--- src/rtl/ncl_pkg.sv ---
package ncl_pkg;

    // One dual-rail bit: r1 carries logic 1, r0 carries logic 0.
    typedef struct packed {
        logic r1;
        logic r0;
    } dr_bit_t;

    // Downstream request encoding.
    typedef enum logic {
        REQ_SPACER = 1'b0,
        REQ_DATA   = 1'b1
    } req_e;

    localparam dr_bit_t DR_EMPTY = '{r1: 1'b0, r0: 1'b0};

    function automatic logic dr_is_data(input dr_bit_t b);
        return b.r1 ^ b.r0;
    endfunction

    function automatic logic dr_is_empty(input dr_bit_t b);
        return ~(b.r1 | b.r0);
    endfunction

endpackage

--- src/rtl/ncl_dr_cell.sv ---
module ncl_dr_cell
    import ncl_pkg::*;
(
    input  logic    clk,
    input  logic    rst,
    input  req_e    req,
    input  dr_bit_t d,
    output dr_bit_t q
);

    logic set_one, set_zero, clr_one, clr_zero;

    // A rail sets only for a valid DATA input bit and only while the other
    // output rail is low, so a held DATA value cannot be overwritten.
    always_comb begin
        set_one  = (req == REQ_DATA) & d.r1 & ~d.r0 & ~q.r0;
        set_zero = (req == REQ_DATA) & d.r0 & ~d.r1 & ~q.r1;
        clr_one  = (req == REQ_SPACER) & ~d.r1;
        clr_zero = (req == REQ_SPACER) & ~d.r0;
    end

    always_ff @(posedge clk) begin
        if (rst) begin
            q <= DR_EMPTY;
        end else begin
            if (set_one)       q.r1 <= 1'b1;
            else if (clr_one)  q.r1 <= 1'b0;
            if (set_zero)      q.r0 <= 1'b1;
            else if (clr_zero) q.r0 <= 1'b0;
        end
    end

endmodule

--- src/rtl/ncl_completion.sv ---
module ncl_completion
    import ncl_pkg::*;
#(
    parameter int W = 8
) (
    input  logic         clk,
    input  logic         rst,
    input  logic [W-1:0] q_r0,
    input  logic [W-1:0] q_r1,
    output logic         ko
);

    logic [W-1:0] bit_data;
    logic [W-1:0] bit_empty;
    logic         word_data;
    logic         word_empty;
    logic         ko_q;

    for (genvar i = 0; i < W; i++) begin : g_bit
        dr_bit_t b;
        assign b            = '{r1: q_r1[i], r0: q_r0[i]};
        assign bit_data[i]  = dr_is_data(b);
        assign bit_empty[i] = dr_is_empty(b);
    end

    assign word_data  = &bit_data;
    assign word_empty = &bit_empty;

    // Hysteresis: switch only on a complete word, otherwise keep the last state.
    always_comb begin
        if (word_empty)     ko = 1'b1;
        else if (word_data) ko = 1'b0;
        else                ko = ko_q;
    end

    always_ff @(posedge clk) begin
        if (rst) ko_q <= 1'b1;
        else     ko_q <= ko;
    end

endmodule

--- src/rtl/ncl_reg_stage.sv ---
module ncl_reg_stage
    import ncl_pkg::*;
#(
    parameter int W = 8
) (
    input  logic         clk,
    input  logic         rst,
    input  logic [W-1:0] din_r0,
    input  logic [W-1:0] din_r1,
    input  logic         ki,
    output logic [W-1:0] dout_r0,
    output logic [W-1:0] dout_r1,
    output logic         ko
);

    req_e req;
    assign req = ki ? REQ_DATA : REQ_SPACER;

    for (genvar i = 0; i < W; i++) begin : g_cell
        dr_bit_t d_bit;
        dr_bit_t q_bit;
        assign d_bit = '{r1: din_r1[i], r0: din_r0[i]};
        ncl_dr_cell u_cell (
            .clk (clk),
            .rst (rst),
            .req (req),
            .d   (d_bit),
            .q   (q_bit)
        );
        assign dout_r1[i] = q_bit.r1;
        assign dout_r0[i] = q_bit.r0;
    end

    ncl_completion #(.W(W)) u_done (
        .clk  (clk),
        .rst  (rst),
        .q_r0 (dout_r0),
        .q_r1 (dout_r1),
        .ko   (ko)
    );

endmodule

--- config.mk ---
export PLATFORM = sky130hd
export DESIGN_NAME = ncl_reg_stage
export DESIGN_NICKNAME = d
export VERILOG_FILES = /design/src/rtl/ncl_pkg.sv /design/src/rtl/ncl_dr_cell.sv /design/src/rtl/ncl_completion.sv /design/src/rtl/ncl_reg_stage.sv
export SDC_FILE = /design/constraint.sdc
export NUM_CORES = 1
export LEC_CHECK = 0
export BUFFER_PORTS_ARGS = -buffer_cell sky130_fd_sc_hd__clkbuf_2
export CAP_MARGIN = 10
export CORE_MARGIN = 2
export CORE_UTILIZATION = 50
export DETAILED_ROUTE_END_ITERATION = 8
export PLACE_DENSITY_LB_ADDON = 0.12
export SYNTH_ARGS = -nofsm -noshare
export SYNTH_HDL_FRONTEND = slang
export SYNTH_SLANG_ARGS = --single-unit
--- constraint.sdc ---
create_clock -name clk -period 3.55 [get_ports clk]
set_clock_uncertainty 0.05 [all_clocks]
set_input_delay 0.355 -clock clk [delete_from_list [all_inputs] [get_ports clk]]
set_output_delay 0.355 -clock clk [all_outputs]
set_load 0.01 [all_outputs]
# After elaboration in Yosys (flattened, before gate mapping)
# Index checks and enable logic that the tools add are counted.
[word_totals]
reg_bits = 17
in_bits = 19
out_inout_bits = 17
[op_classes]
mux = 35
bitwise = 121
n_reduce_logical = 18
[ops]
columns = ["op", "n"]
rows = [
  ["1-bit bitwise AND", 64],
  ["1-bit inverter", 41],
  ["1-bit two-way mux", 35],
  ["2-bit nonzero test", 16],
  ["8-bit AND reduction", 2],
  ["1-bit OR", 8],
  ["1-bit XOR", 8],
]

# Longest topological paths before layout
# Gate-level depths: netlist of the first run.
[logic_depth]
depth_word = 5
depth_mapped = 5
depth_no_buf = 5

# Modules after synthesis
# Synthesis of the first run repeated with hierarchy kept, for this count alone.
[unflattened]
cells_unflattened = 97
hier_area_um2 = 887.1
[modules_own_cells]
columns = ["mod", "n_inst", "cells_each", "area_each_um2"]
rows = [
  ["ncl_dr_cell", 8, 8, 82.6],
  ["ncl_completion", 1, 33, 226.5],
]

# Worst setup path before layout of the first run
# No wires, ideal clock.
[synth_timing]
path_type = "register to output"
start = "reg g_cell[5].u_cell.q[0] (netlist name)"
end = "out ko"
t_arrival_ns = 1.143
required_time_ns = 3.145
slack_ns = 2.002
stages_incl_launch_ff = 6
path_cell_list = "dfxtp_1 inv_1 ha_1 nand4_1 o21ai_0 o21ai_0"
[synth_via]
elab_chain_cells = 4
elab_cells_between_ends = 7
classes_between = "mux (2); bitwise (3); reduce/logical (2)"
[synth_rtl]
columns = ["element", "line", "source"]
rows = [
  ["from (decl)", "ncl_dr_cell.sv:8", "output dr_bit_t q"],
  ["1-bit XOR or 1-bit OR (tied branches)", "ncl_pkg.sv:18, ncl_pkg.sv:22", ""],
  ["8-bit AND reduction or 1-bit inverter (tied branches)", "ncl_completion.sv:26, ncl_pkg.sv:22", ""],
  ["1-bit two-way mux or 8-bit AND reduction (tied branches)", "ncl_completion.sv:32, ncl_completion.sv:27", ""],
  ["1-bit two-way mux (*)", "ncl_completion.sv:31", "if (word_empty) ko = 1'b1;"],
  ["to (decl)", "ncl_reg_stage.sv:13", "output logic ko"],
]
# Mark *: on every way between the ends. The rest lies on a longest branch, timed or not.

# Worst setup path after layout of the first run
[layout_timing]
start = "reg g_cell[0].u_cell.q[0] (netlist name)"
end = "out ko"
[layout_via]
elab_chain_cells = 4
elab_cells_between_ends = 7
classes_between = "mux (2); bitwise (3); reduce/logical (2)"
[layout_rtl]
columns = ["element", "line"]
rows = [
  ["from (decl)", "ncl_dr_cell.sv:8"],
  ["1-bit XOR or 1-bit OR (tied branches)", "ncl_pkg.sv:18, ncl_pkg.sv:22"],
  ["8-bit AND reduction or 1-bit inverter (tied branches)", "ncl_completion.sv:26, ncl_pkg.sv:22"],
  ["1-bit two-way mux or 8-bit AND reduction (tied branches)", "ncl_completion.sv:32, ncl_completion.sv:27"],
  ["1-bit two-way mux (*)", "ncl_completion.sv:31"],
]
# Marks and branches as above.

==> results of run 1 <==
-- flip-flops by register name (all words and copies together) (netlist names) --
register / flops
g_cell.u_cell.q: 16
u_done.ko_q: 1
-- cells in the mapped netlist, drive strengths merged --
master,instances
nand4,19
o211ai,1
a21oi,16
inv,32
buf,5
nor2,1
nand3,1
o21ai,18
ha,8
dfxtp,17
-- stage by stage --
stage | hold slack [ns] | total power (W) | area (sq um)
2_1_floorplan | 0.4166 | 0.0002488 | 898.4
3_3_place_gp | 0.4250 | 0.0002750 | 1072
3_5_place_dp | 0.4318 | 0.0002772 | 1072
4_1_cts | 0.2801 | 0.0003827 | 1099
5_1_grt | 0.2833 | 0.0004006 | 1099
6_report | 0.2795 | 0.0003775 | 1099
-- worst min-delay path, delay by kind of cell --
kind	cells	cell delay, ns
buffers and inverters	1	0.10
AOI/OAI and AO/OA	1	0.05
and+or+nand+nor	1	0.08
-- per-layer routing --
layer,part of all wire,global-route usage,vias to the layer above
met5,0,0,-
met4,0.024,0.08571,0
met3,0.047,0.02745,6
met2,0.49,0.3194,23
met1,0.44,0.2275,408
li1,-,-,472
-- layout by cell type (no fill, tap or decap) --
cell type,n
clkbuf_2,35
nor2_1,1
inv_1,32
clkbuf_4,3
nand3_1,1
clkbuf_1,1
o21ai_0,4
dfxtp_1,17
o21ai_1,14
ha_1,8
nand4_1,19
a21oi_1,16
o211ai_1,1
-- kinds of logic (layout without fill, tap and decap cells) --
kind of cell	count (synthesis)	in the layout	synth area share
fa+ha+maj	8	8	0.1114
compound gates	35	35	0.1978
buf+inv	37	71	0.1699
simple gates	21	21	0.1420
flops	17	17	0.3788
-- final timing paths --
kind	slack, ns	depth (start not counted)	endpoint
hold / removal	0.28	3	g_cell[0].u_cell.q[1]$_SDFFE_PP0P_
hold reg to reg	0.45	2	g_cell[6].u_cell.q[1]$_SDFFE_PP0P_
setup / recovery	1.58	6	ko
setup reg to reg	2.27	5	u_done.ko_q$_SDFF_PP1_
-- power groups by stage --
| stage | registers (W) | clock network (W) | logic (W) |
|---|---|---|---|
| after floorplan | 0.000213 | 0 | 0.0000361 |
| after global placement | 0.000209 | 0 | 0.0000664 |
| after detailed placement | 0.000209 | 0 | 0.0000679 |
| after CTS | 0.000205 | 0.000109 | 0.0000687 |
| after global routing | 0.000206 | 0.000116 | 0.0000782 |
| final | 0.000205 | 0.000105 | 0.0000677 |
-- final cells by class --
class	instances	share of cell area
clock buffers	4	0.02392
repair buffers	35	0.1595
multi-input cells	64	0.3690
inverters	32	0.1093
well taps	25	0.02847
flip-flops and latches	17	0.3098
==> summary.md, run 1 <==
| Metric | Value |
|---|---|
| Status | `finished, final reports clean` |
| CP most frequent cell | `o21ai_0` |
| Die Area | `2152 sq um` |
| First drt pass iteration count | `4` |
| Dominant cell type by area after synthesis | `dfxtp_1` |
| Fin Setup TNS | `0 ns` |
| Flop pwr share | `0.542` |
| P_int | `0.0002704 W` |
| Bufs and invs on worst path | `2` |
| Cell family with most CP delay | `flip-flops` |
| CP cell instances | `inv_1, ha_1, nand4_1, o21ai_0, o21ai_0, clkbuf_2` |
| WL per Instance | `10.68 um` |
| Register area | `about 340 sq um` |
| Share of cells above drive strength 1 | `0.2500` |
| Post-Syn Area | `898.4 sq um` |
| CP max stage delay | `0.37 ns` |
| IO buf count | `35` |
| Period utilization | `0.5545` |
| Hold path startpoint | `din_r1[0]` |
| Multi-input combinational cell area | `about 410 sq um` |
| Synth top area share | `0.3788` |
| TritonCTS Buffers | `3` |
| Startpoint types | `flop` |
| Fill count | `171` |
| Fin worst setup slack | `1.582 ns` |
| Pleak | `roughly 0.52 nW` |
| Hold buffer count at cts | `0` |
| Worst Max-Slew Pin Slew | `0.5755 ns` |
| Antenna Cells | `0` |
| Post-Syn Instances | `roughly 120` |
| Max-cap violations | `0` |
| # placed instances | `173` |
| Tmin final | `1.968 ns` |
| Die X | `46.39 um` |
| Post-DP HPWL | `around 1500 um` |
| Post-route DRC | `0` |
| Switching Fraction | `0.2838` |
| Clock Path Buffers | `2` |
| Syn nets | `145` |
| Post-CTS setup buffers | `0` |
| Hold Crit Class | `input port to flop` |
| Post-cts resize count | `0` |
| Row count | `15` |
| First-pass GRT wire length | `slightly below 3000 um` |
| Fmax | `between 500 and 600 MHz` |
| Clk root buf | `clkbuf_4` |
| Power Density | `343.6 nW/um^2` |
| Initial DRC count | `11` |
| Syn Area/Cell | `7.613 sq um` |
| Top cells by area, synth | `dfxtp_1 38%, inv_1 13%, nand4_1 13%, ha_1 11%, a21oi_1 8.9%` |
| CP required | `around 3.1 ns` |
| Hold Violations, Final | `0` |
| Core footprint | `1708 sq um` |
| RSZ-0062 raised after global routing | `false` |
| Vias/cell | `between 5 and 6` |
| Net Switching | `0.0001071 W` |
| Slowest cell on crit path | `dfxtp_1` |
| Vias | `between 900 and 1k` |
| Reg2reg start | `g_cell[0].u_cell.q[0]$_SDFFE_PP0P_` |
| Number of global-route vias before repair | `734` |
| H-tree Lvls | `1` |
| Comb power frac | `0.179` |
| TritonCTS clock tree | `done` |
| CP Class | `flop to output pin` |
| Gr usage total | `0.1868` |
| Pin count of the biggest net entering global routing | `33` |
| Congestion Overflow GR | `0` |
| Finish-stage setup viols | `0` |
| GP Congestion | `0.7133` |
| Non-filler cells, final | `177` |
| Worst EP arrival | `1.56 ns` |
| Synth warn | `0` |
| Max IR drop VDD | `202.5 uV` |
| Area Growth Syn to Fin | `22.28%` |
| Initial antenna violation count | `0` |
| NumNets Final | `180` |
| Clk network pwr share | `0.278` |
| Rel. slew slack | `0.6163` |
| Io pins | `36` |
| DIE HEIGHT | `about 46 um` |
| Max Transition Viols Final | `0` |
| Final ANT Viol Nets | `0` |
| Initial Util | `0.5260` |
| CP max FO | `3` |
| CP endpoint kind | `output pin` |
| Register area share after synthesis | `0.3788` |
| DP Worst Slack | `1.896 ns` |
| FF+latch count, synth | `17` |
| Wirelength, routed | `1890 um` |
| Clk_lat worst skew | `0.29 ns` |
| Clock sink count | `17` |
| Netlist cell types | `12` |
| Critical Path Source | `g_cell[0].u_cell.q[0]$_SDFFE_PP0P_` |
| Finished Core Util | `0.6432` |
| Clock transition at the registers of the reported paths | `0.10 ns` |
Note: power is estimated with default switching activity, not from simulation.
==> run 2, diff against run 1 <==
CORE_UTILIZATION = 46   (was 50)
clock period = 1.9 ns   (was 3.55 ns; I/O delays follow)
==> run 2 against run 1 <==
Design area unchanged; global-route usage down 0.30 points; critical endpoint unchanged; critical path depth unchanged; utilization down 2.7 points; register-to-register slack worse by 1.6 ns; highest routed layer unchanged; sequential share of layout area unchanged; die area up 7.9%; routed wire length down 3.9%; power up 86%; sequential power up 87%; largest cell class unchanged; final cell count unchanged; non-clock buffer count unchanged.
==> summary.md, run 2 (same netlist as run 1, synthesis figures left out) <==
| Metric | Value |
|---|---|
| Status | `finished, final reports clean` |
| Vias/cell | `4.972` |
| Met2 routed WL | `791 um` |
| Max Used Layer | `met4` |
| Initial antenna violation count | `0` |
| Final ANT Viol Nets | `0` |
| Hold slack | `between 0.1 and 0.15 ns` |
| Post-DP HPWL | `approximately 1400 um` |
| Most common cell after layout, fill and taps aside | `clkbuf_2` |
| Most frequent cells in the layout | `35 x clkbuf_2, 32 x inv_1, 19 x nand4_1, 17 x dfxtp_1, 16 x a21oi_1` |
| Critical Path Source | `g_cell[6].u_cell.q[0]$_SDFFE_PP0P_` |
| Flop-to-flop setup slack | `0.68 ns` |
| NumNets Final | `180` |
| Clk_lat worst skew | `0.29 ns` |
| Fmax | `578.6 MHz` |
| Gr usage total | `0.1839` |
| First drt pass iteration count | `4` |
| Tmin final | `1.728 ns` |
| Area Growth Syn to Fin | `22.28%` |
| Initial DRC count | `10` |
| Initial Util | `0.5039` |
| DRT met1 WL | `858 um` |
| Startpoint types | `flop` |
| Io pins | `36` |
| Core footprint | `about 1800 sq um` |
| Max Transition Viols Final | `0` |
| Clock Path Buffers | `2` |
| Antenna Cells | `0` |
| RSZ-0062 raised after global routing | `false` |
| Reg2reg start | `g_cell[6].u_cell.q[0]$_SDFFE_PP0P_` |
| CP max FO | `4` |
| TritonCTS clock tree | `done` |
| Share of cells above drive strength 1 | `0.2500` |
| Wirelength, routed | `1817 um` |
| Rel. slew slack | `0.6131` |
| Top Registers | `g_cell.u_cell.q (16), u_done.ko_q (1)` |
| Die X | `48.19 um` |
| Met3 wire length | `137 um` |
| Max IR drop VDD | `~460 uV` |
| Row count | `15` |
| Vias | `880` |
| Worst Max-Slew Pin Slew | `0.5804 ns` |
| Die Area | `roughly 2300 sq um` |
| Clock sink count | `17` |
| Post-CTS setup buffers | `0` |
| CP required | `around 1.7 ns` |
| Finish-stage setup viols | `0` |
| DIE HEIGHT | `48.19 um` |
| H-tree Lvls | `1` |
| Number of global-route vias before repair | `711` |
| Congestion Overflow GR | `0` |
| IO buf count | `35` |
| Worst EP arrival | `around 1.5 ns` |
| Hold Violations, Final | `0` |
| Max reg flops | `16` |
| Max-cap violations | `0` |
| Post-route DRC | `0` |
| Pleak | `0.5166 nW` |
| Hold path startpoint | `din_r1[6]` |
| Hold Crit Class | `input port to flop` |
| Clk root buf | `clkbuf_4` |
| First-pass GRT wire length | `2932 um` |
| Biggest register | `g_cell.u_cell.q` |
| Fin Setup TNS | `0 ns` |
| Period utilization | `0.9096` |
| Clock transition at the registers of the reported paths | `approximately 0.09 ns` |
| TritonCTS Buffers | `3` |
| CP Class | `flop to output pin` |
| Fill count | `174` |
| CP endpoint kind | `output pin` |
| WL per Instance | `10.27 um` |
| GP Congestion | `0.7027` |
| Pin count of the biggest net entering global routing | `33` |
| Power Density | `638.5 nW/um^2` |
-- run 2: power by group --
group	switching (W)	internal, W	leakage, nW
Clock	0.000111	0.0000817	0.0150
Combinational	0.0000742	0.0000515	0.363
Sequential	0.0000107	0.000372	0.139
Total	0.000196	0.000505	0.517
-- run 2: worst paths after layout --
| check | endpoint | cells past startpoint |
|---|---|---|
| max | ko | 6 |
| min | g_cell[6].u_cell.q[1]$_SDFFE_PP0P_ | 3 |
| max reg2reg | u_done.ko_q$_SDFF_PP1_ | 5 |
| min reg2reg | u_done.ko_q$_SDFF_PP1_ | 2 |
-- run 2: routing by layer --
layer	up-vias	track usage
met3	4	0.07407
met2	28	0.2842
li1	473	-
met1	375	0.2313
met4	0	0.06486
met5	-	0
-- run 2: area by class of cell --
type                            count  area [sq um]  share of cell area
Multi-Input combinational cell     64         405.4              0.3690
Inverter                           32         120.1              0.1093
Tap cell                           25         31.28             0.02847
Clock buffer                        4         26.28             0.02392
Timing Repair Buffer               35         175.2              0.1595
Sequential cell                    17         340.3              0.3098
-- run 2: stage by stage --
| step | total power, W | cell area, sq um | util | instances | setup slack, ns |
|---|---|---|---|---|---|
| after CTS | 0.0007122 | 1099 | 0.6161 | 177 | 0.07650 |
| after detailed placement | 0.0005169 | 1072 | 0.6014 | 173 | 0.4087 |
| after global routing | 0.0007469 | 1099 | 0.6161 | 177 | 0.01795 |
| after floorplan | 0.0004649 | 898.4 | - | 118 | 0.5174 |
| final | 0.0007015 | 1099 | 0.6161 | 177 | 0.1718 |
| after global placement | 0.0005136 | 1072 | 0.6014 | 173 | 0.4396 |
-- run 2: timing repair --
item / 4_1_cts / 5_1_grt
setup endpoints to repair: 0 / 1
hold buffers: 0 / 0
gates resized for setup: 0 / 1
-- run 2: critical path, cell delays in order, from the launching register on --
cell and delay [ns]:
dfxtp_1 0.38, inv_1 0.06, ha_1 0.27, nand4_1 0.09
o21ai_1 0.16, o21ai_0 0.11, clkbuf_2 0.13
==> run 3, diff against run 2 <==
CTS_CLUSTER_DIAMETER = 100   (was not set)
GPL_TIMING_DRIVEN = 0   (was not set)
PLACE_DENSITY = 0.77   (was not set)
PLACE_DENSITY_LB_ADDON = not set   (was 0.12)
==> run 3 against run 2 <==
Register-to-register slack worse by 0.09 ns; hold slack gained 0.0098 ns; largest cell class unchanged; critical endpoint unchanged; via count rose by 6.3%; first-iteration DRC count is 30% higher; routed wire length is 15% higher.
==> summary.md, run 3 (same netlist as run 1, synthesis figures left out) <==
| Metric | Value |
|---|---|
| Gr usage total | `0.1961` |
| Finished Core Util | `0.6316` |
| Top Registers | `g_cell.u_cell.q (16), u_done.ko_q (1)` |
| First drt pass iteration count | `4` |
| Hold path startpoint | `din_r1[6]` |
| Area Growth Syn to Fin | `25.35%` |
| CP required | `1.66 ns` |
| Pin count of the biggest net entering global routing | `11` |
| TritonCTS Buffers | `3` |
| Worst Max-Slew Pin Slew | `0.1996 ns` |
| Power Density | `around 630 nW/um^2` |
| H-tree Lvls | `1` |
| Max reg flops | `16` |
| NumNets Final | `184` |
| CP max FO | `3` |
| Vias | `a little over 900` |
| Congestion Overflow GR | `0` |
| Number of global-route vias before repair | `774` |
| RSZ-0062 raised after global routing | `false` |
| Share of cells above drive strength 1 | `0.2692` |
| Reg2reg start | `g_cell[2].u_cell.q[0]$_SDFFE_PP0P_` |
| Fin Setup TNS | `0 ns` |
| Post-DP Area | `1100 sq um` |
| Vias/cell | `between 5 and 6` |
| Biggest register | `g_cell.u_cell.q` |
| CP endpoint kind | `output pin` |
| Post-CTS setup buffers | `0` |
| GP Congestion | `around 0.71` |
| Pleak | `0.5347 nW` |
| # placed instances | `between 150 and 200` |
| Hold Crit Class | `input port to flop` |
| Clock sink count | `17` |
| Max IR drop VDD | `393.1 uV` |
| Initial DRC count | `13` |
| Most common cell after layout, fill and taps aside | `clkbuf_2` |
| Initial Util | `0.5039` |
| Die Area | `2322 sq um` |
| Fill count | `163` |
| Initial antenna violation count | `0` |
| Clk root buf | `clkbuf_4` |
| Finished Cell Area | `1126 sq um` |
| Clock transition at the registers of the reported paths | `0.10 ns` |
| Fmax | `556.7 MHz` |
| TritonCTS clock tree | `done` |
| Worst EP arrival | `1.56 ns` |
| Post-route DRC | `0` |
| IO buf count | `34` |
| Finish-stage setup viols | `0` |
| Io pins | `36` |
| Period utilization | `0.9454` |
| WL per Instance | `11.59 um` |
| Status | `finished, final reports clean` |
| Most frequent cells in the layout | `34 x clkbuf_2, 32 x inv_1, 19 x nand4_1, 17 x dfxtp_1, 16 x a21oi_1` |
| Tmin final | `1.796 ns` |
| Post-DP HPWL | `1649 um` |
| Critical Path Source | `g_cell[2].u_cell.q[0]$_SDFFE_PP0P_` |
| First-pass GRT wire length | `3160 um` |
| Core footprint | `1783 sq um` |
| Hold Violations, Final | `0` |
| Startpoint types | `flop` |
| Wirelength, routed | `2097 um` |
| Non-filler cells, final | `181` |
| DIE HEIGHT | `48.19 um` |
| Power Total | `just over 0.0007 W` |
| Rel. slew slack | `0.8670` |
| Antenna Cells | `0` |
| Row count | `15` |
| Clk_lat worst skew | `0.28 ns` |
| Max-cap violations | `0` |
| CP Class | `flop to output pin` |
| Max Transition Viols Final | `0` |
| Final ANT Viol Nets | `0` |
| Die X | `48.19 um` |
| Clock Path Buffers | `2` |
-- run 3: per-stage QoR --
stage	hold slack, ns	setup slack (ns)
3_3_place_gp	0.4159	0.4356
3_5_place_dp	0.4244	0.4226
5_1_grt	0.1079	0.005557
6_report	0.1244	0.1037
4_1_cts	0.1196	0.03389
2_1_floorplan	0.3002	0.5174
-- run 3: routing by layer --
layer / vias up / GRT usage / wire length, um
li1: 479 / - / -
met1: 423 / 0.2466 / 919
met2: 31 / 0.3263 / 1035
met3: 2 / 0.04815 / 128
met4: 0 / 0.06486 / 13
met5: - / 0 / 0
-- run 3: repair_timing --
item,CTS,global route
hold buffers,0,0
setup endpoints to repair,0,1
gates resized for setup,0,1
-- run 3: layout make-up --
cell class                 instances  area, sq um  share of cell area
buffer                             5        32.53             0.02889
clock buffer                       4        26.28             0.02333
inverter                          32        120.1              0.1067
multi-input combinational         64        405.4              0.3600
sequential                        17        340.3              0.3022
tap                               25        31.28             0.02778
timing repair buffer              34        170.2              0.1511
-- run 3: worst max-delay path, cell delays in order, from the launching register on --
cell and delay (ns):
dfxtp_1 0.36, inv_1 0.07, ha_1 0.28, nand4_1 0.11, o21ai_1 0.19, o21ai_0 0.12
clkbuf_2 0.14
-- run 3: worst paths after layout --
kind	to	cells past startpoint	slack [ns]
max	ko	6	0.10
min	g_cell[6].u_cell.q[1]$_SDFFE_PP0P_	3	0.12
max reg2reg	u_done.ko_q$_SDFF_PP1_	5	0.59
min reg2reg	g_cell[6].u_cell.q[1]$_SDFFE_PP0P_	2	0.46
-- run 3: report_power, final --
part | total, W | internal, W | switching [W]
registers | 0.000383 | 0.000372 | 0.0000112
logic | 0.000136 | 0.0000570 | 0.0000790
clock network | 0.000187 | 0.0000813 | 0.000106
